File: config.mk
export PLATFORM = sky130hd
export DESIGN_NAME = seq_mul
export DESIGN_NICKNAME = d
export VERILOG_FILES = /design/src/rtl/seq_mul_pkg.sv /design/src/rtl/seq_mul_adder.sv /design/src/rtl/seq_mul_ctrl.sv /design/src/rtl/seq_mul_datapath.sv /design/src/rtl/seq_mul.sv
export SDC_FILE = /design/constraint.sdc
export NUM_CORES = 1
export LEC_CHECK = 0
export ABC_AREA = 1
export BUFFER_PORTS_ARGS = -buffer_cell sky130_fd_sc_hd__clkbuf_2
export CORE_MARGIN = 2
export CORE_UTILIZATION = 45
export CTS_CLUSTER_SIZE = 12
export DETAILED_ROUTE_END_ITERATION = 12
export PLACE_DENSITY = 0.82
export SYNTH_ARGS = -nofsm -noshare
export SYNTH_HDL_FRONTEND = slang
export SYNTH_SLANG_ARGS = --single-unit
File: constraint.sdc
create_clock -name clk -period 19.48 [get_ports clk]
set_input_delay 3.896 -clock clk [delete_from_list [all_inputs] [get_ports clk]]
set_output_delay 3.896 -clock clk [all_outputs]
set_load 0.02 [all_outputs]
File: src/rtl/seq_mul_pkg.sv
package seq_mul_pkg;

  // Sequencer state of the multiplier
  typedef enum logic {
    MS_IDLE = 1'b0,
    MS_RUN  = 1'b1
  } mul_state_e;

endpackage

File: src/rtl/seq_mul_adder.sv
// Ripple-carry adder of WIDTH bits with carry-out, built from full-adder cells.
module seq_mul_adder #(
  parameter int WIDTH = 32
) (
  input  logic [WIDTH-1:0] op_a,
  input  logic [WIDTH-1:0] op_b,
  output logic [WIDTH-1:0] sum,
  output logic             carry_out
);

  logic [WIDTH:0] carry;

  assign carry[0] = 1'b0;

  for (genvar i = 0; i < WIDTH; i++) begin : g_cell
    logic half;
    assign half       = op_a[i] ^ op_b[i];
    assign sum[i]     = half ^ carry[i];
    assign carry[i+1] = (op_a[i] & op_b[i]) | (carry[i] & half);
  end

  assign carry_out = carry[WIDTH];

endmodule

File: src/rtl/seq_mul_ctrl.sv
// Step sequencer: accepts a request, runs WIDTH steps, then pulses done.
module seq_mul_ctrl
  import seq_mul_pkg::*;
#(
  parameter int WIDTH = 32
) (
  input  logic clk,
  input  logic rst_n,
  input  logic req_valid,
  output logic req_ready,
  output logic load,
  output logic step,
  output logic busy,
  output logic done
);

  localparam int CNT_W = (WIDTH > 2) ? $clog2(WIDTH) : 1;
  localparam logic [CNT_W-1:0] LAST_STEP = CNT_W'(WIDTH - 1);

  mul_state_e       state_q;
  mul_state_e       state_d;
  logic [CNT_W-1:0] cnt_q;
  logic             last;

  assign busy      = (state_q == MS_RUN);
  assign req_ready = ~busy;
  assign load      = req_valid & req_ready;
  assign step      = busy;
  assign last      = (cnt_q == LAST_STEP);

  always_comb begin
    state_d = state_q;
    unique case (state_q)
      MS_IDLE: if (load)        state_d = MS_RUN;
      MS_RUN:  if (last)        state_d = MS_IDLE;
      default:                  state_d = MS_IDLE;
    endcase
  end

  always_ff @(posedge clk or negedge rst_n) begin
    if (!rst_n) begin
      state_q <= MS_IDLE;
      cnt_q   <= '0;
      done    <= 1'b0;
    end else begin
      state_q <= state_d;
      done    <= busy & last;
      if (load)      cnt_q <= '0;
      else if (busy) cnt_q <= cnt_q + 1'b1;
    end
  end

endmodule

File: src/rtl/seq_mul_datapath.sv
// Multiplicand register and shared product/multiplier accumulator.
module seq_mul_datapath #(
  parameter int WIDTH = 32
) (
  input  logic               clk,
  input  logic               rst_n,
  input  logic               load,
  input  logic               step,
  input  logic [WIDTH-1:0]   mcand_in,
  input  logic [WIDTH-1:0]   mplier_in,
  output logic [2*WIDTH-1:0] product
);

  localparam int PW = 2 * WIDTH;

  logic [WIDTH-1:0] mcand_q;
  logic [PW-1:0]    acc_q;
  logic [WIDTH-1:0] addend;
  logic [WIDTH-1:0] upper_sum;
  logic             upper_cout;
  logic [PW-1:0]    acc_next;

  // Add the multiplicand only when the current low bit is one
  assign addend = mcand_q & {WIDTH{acc_q[0]}};

  seq_mul_adder #(.WIDTH(WIDTH)) u_add (
    .op_a      (acc_q[PW-1:WIDTH]),
    .op_b      (addend),
    .sum       (upper_sum),
    .carry_out (upper_cout)
  );

  // Shift right by one; the carry-out enters the top bit
  assign acc_next = {upper_cout, upper_sum, acc_q[WIDTH-1:1]};

  always_ff @(posedge clk or negedge rst_n) begin
    if (!rst_n) begin
      mcand_q <= '0;
      acc_q   <= '0;
    end else if (load) begin
      mcand_q <= mcand_in;
      acc_q   <= {{WIDTH{1'b0}}, mplier_in};
    end else if (step) begin
      acc_q   <= acc_next;
    end
  end

  assign product = acc_q;

endmodule

File: src/rtl/seq_mul.sv
// Top: sequential unsigned shift-add multiplier.
module seq_mul #(
  parameter int WIDTH = 32
) (
  input  logic               clk,
  input  logic               rst_n,
  input  logic               req_valid,
  output logic               req_ready,
  input  logic [WIDTH-1:0]   req_mcand,
  input  logic [WIDTH-1:0]   req_mplier,
  output logic               busy,
  output logic               done,
  output logic [2*WIDTH-1:0] product
);

  logic load;
  logic step;

  seq_mul_ctrl #(.WIDTH(WIDTH)) u_ctrl (
    .clk       (clk),
    .rst_n     (rst_n),
    .req_valid (req_valid),
    .req_ready (req_ready),
    .load      (load),
    .step      (step),
    .busy      (busy),
    .done      (done)
  );

  seq_mul_datapath #(.WIDTH(WIDTH)) u_dp (
    .clk       (clk),
    .rst_n     (rst_n),
    .load      (load),
    .step      (step),
    .mcand_in  (req_mcand),
    .mplier_in (req_mplier),
    .product   (product)
  );

endmodule

==> results.md <==
- Global routing used 20.5% of the available tracks across all layers.
- The worst voltage drop across the vdd grid is 65.1 µV.
- The total number of yosys warnings is 0.
- The first TritonRoute pass finished after 5 iterations.
- The die outline area is 11600 µm².
- Yosys instantiated no cell more often than nand2_1.
- The via count of the first global-routing pass came to 3944.
- The peak fanout along the critical path is 34.
- For this design the static power due to leakage is 2.99 nW.
- The number of synthesized flops with an enable pin is 0.
- The max-capacitance violation count is 0.
- The number of antenna violations at the first check in global routing is 0.
- The total of endpoints with negative setup slack in the final report is 0.
- The power density normalized to cell area is 173 nW/µm².
- The sequential share of the synthesized area is 53.2%.
- The estimated wirelength of the detail-placed design is 7.91 mm.
- TritonCTS built the clock tree.
- The final hold slack is 0.489 ns.
- The number of cells produced by synthesis is 521.
- For this run, design rule violations remaining after detail routing come to 0.
- The detail-routed net length per standard cell is 14.4 µm.
- The count of clock tree sinks is 103.
- The distinct cell type count of the synthesized netlist is 17.
- Among all flip-flop cells after synthesis, the most frequent one is dfrtp_1.
- The boundary pin count is 134.
- The number of buffers between clock root and the deepest sink is 2.
- The worst pin sits at a relative slew slack of 29.3%.
- The clock-pin slew on the worst setup and hold paths is 0.10 ns.
- The total standard cell area after synthesis is 4840 µm².
- Data on the critical path arrives at its endpoint at 13.70 ns.
- The cell with the largest stage delay on the worst path is fa_1.
- The worst min-delay path class is reg2reg.
- The number of hold-slack violations in the final timing report is 0.
- The area of the placeable core is 10400 µm².
- The count of nets left with antenna violations after detail routing is 0.
- Sorting the synthesized cells by area gives the leading types as dfrtp_1 53%, nand2_1 19%, fa_1 13%.
- The total number of vias is 3910.
- The global-route wire length before repair is 18.6 mm.
- The remaining global-route overflow is 0.
- The fraction of layout cells with a size suffix above 1 is 24.4%.
- Measured along the x axis, the die boundary spans 108 µm.
- The total of buffers placed on input and output ports is 133.
- After floorplanning, the core was divided into 37 placement rows.
- The total length of routed wires is 11.2 mm.
- The die is 108 µm tall.
- Setup repair after global routing left no endpoint under its margin.
- The maximum operating frequency is 0.0743 GHz.
- The final period utilization is 69.1%.
- Counting instances in the post-synthesis netlist gives the leading cell types as 241 x nand2_1, 103 x dfrtp_1, 38 x inv_1, 33 x nand3_1, 31 x fa_1.
- For this design, the CTS-stage hold fixing added 0 buffers.
- The root buffer cell chosen for the clock tree is clkbuf_8.
- The top cell type by area accounts for 53.2% of the synthesized area.
- The flow ran to the end, and the final reports show no timing, DRC or antenna violations.
- The clock tree synthesis step divided the H-tree into 3 levels.
- The final cell utilization of the core is 55.9%.
- The most numerous cell type found on the critical path is fa_1.
- Entering global routing, the biggest net connects 84 pins.
- The routability congestion estimate from global placement is 0.863.
- The worst clock skew is 0.0116 ns.
- The per-cell via count in the routed design is 4.99.
- Power comes to 1.00 mW.
- The later pin in the worst-skew pair is clocked with a latency of 0.37 ns.
- The worst setup path category is reg2reg.
- For the pin with the worst max-slew slack, the measured transition is 1.06 ns.
- The proportion of synthesized flip-flops having asynchronous set or reset is 100%.
- The smallest clock period supported by the final layout is computed as 13.46 ns.
- The number of DRC markers in iteration 0 is 253.
- The number of nets in the layout is 743.
- Setup total negative slack on the finished layout was measured at 0 ns.
- Gates resized during post-CTS repair numbered 0.
- The initial core utilization is 46.7%.
- The antenna diode count is 0.
- The cell type with the highest aggregate area in the netlist is dfrtp_1.
- The post-synthesis to final-layout area growth is 19.6%.
- The delay of the slowest cell on the worst path is 0.47 ns.
- After clock tree synthesis, the setup repair step added 0 buffers.
- The number of nets in the synthesized netlist is 622.
- The worst setup path is launched from a register.
- The final max-slew violation count is 0.
- The average cell area after synthesis is 9.30 µm².
- The total CTS buffers is 9.
- The register bit count reported by yosys is 103.
- For the worst setup path, the data required time is 19.72 ns.
- The endpoint class of the critical path is a register.
[metal layers]
layer  global-route usage [%]  vias to the layer above  part of all wire (%)
met4                     9.71                        0                   2.9
met3                     4.54                       28                   4.9
li1                         -                     1853                     -
met5                        0                        -                     0
met2                     33.6                      111                    51
met1                     26.0                     1918                    41
[cell usage in the layout, fill, tap and decap left out, drive strengths merged]
| cell | n |
|---|---|
| bufinv | 2 |
| a21oi | 2 |
| nor2 | 4 |
| nand3 | 33 |
| nand2 | 242 |
| clkbuf | 143 |
| clkinvlp | 1 |
| clkinv | 2 |
| fa | 31 |
| o22ai | 29 |
| buf | 5 |
| inv | 42 |
| ha | 3 |
| dfrtp | 103 |
| o21ai | 5 |
[worst max-delay path: cells and delay by family (launching register included)]
| kind | cells | cell delay, ns |
|---|---|---|
| and+or+nand+nor | 1 | 0.10 |
| adders and majority gates | 32 | 12.27 |
| DFF | 1 | 0.34 |
| AOI/OAI and AO/OA | 1 | 0.07 |
| buffers and inverters | 5 | 0.55 |
[logic make-up (layout without fill, tap and decap cells)]
kind of cell	Yosys count	after routing	synth area share (%)
adders and majority gates	34	34	13.6
buffers and inverters	69	195	6.17
and+or+nand+nor	279	279	22.6
AOI/OAI and AO/OA	36	36	4.47
DFF	103	103	53.2
[where the power goes]
group	switching [mW]	internal (mW)	total, mW
Combinational	0.287	0.175	0.462
Sequential	0.0671	0.322	0.389
Clock	0.0748	0.0760	0.151
Total	0.429	0.573	1.00
[registers in the layout, summed over array words and instances, names as in the netlist]
name          cells
u_ctrl.done       1
u_ctrl.busy       1
u_dp.mcand_q     32
u_ctrl.cnt_q      5
u_dp.product     64
[stage by stage]
| step | cells | cell area, µm² | worst slack [ns] |
|---|---|---|---|
| after global routing | 783 | 5790 | 5.49 |
| after CTS | 783 | 5790 | 6.05 |
| after detailed placement | 767 | 5570 | 6.11 |
| final | 783 | 5790 | 6.02 |
| after floorplan | 521 | 4840 | 6.53 |
| after global placement | 767 | 5570 | 6.39 |
[final timing paths]
path	start	end	slack, ns	cells after the start
setup / recovery	u_dp.product[0]	u_dp.product[62]	6.02	39
hold / removal	u_dp.mcand_q[30]	u_dp.mcand_q[30]	0.49	2
setup reg to reg	u_dp.product[0]	u_dp.product[62]	6.02	39
hold reg to reg	u_dp.mcand_q[30]	u_dp.mcand_q[30]	0.49	2
max in group asynchronous	rst_n	u_dp.product[45]	14.78	2
min in group asynchronous	rst_n	u_dp.mcand_q[25]	3.39	1
[area by class of cell]
type,instances,area [µm²]
Fill cell,956,4580
Sequential cell,103,2580
Multi-Input combinational cell,349,1970
Timing Repair Buffer,137,698
Tap cell,136,170
Inverter,42,158
Clock buffer,11,141
Clock inverter,5,81.3
No activity file was read; power rests on OpenSTA's default activity.
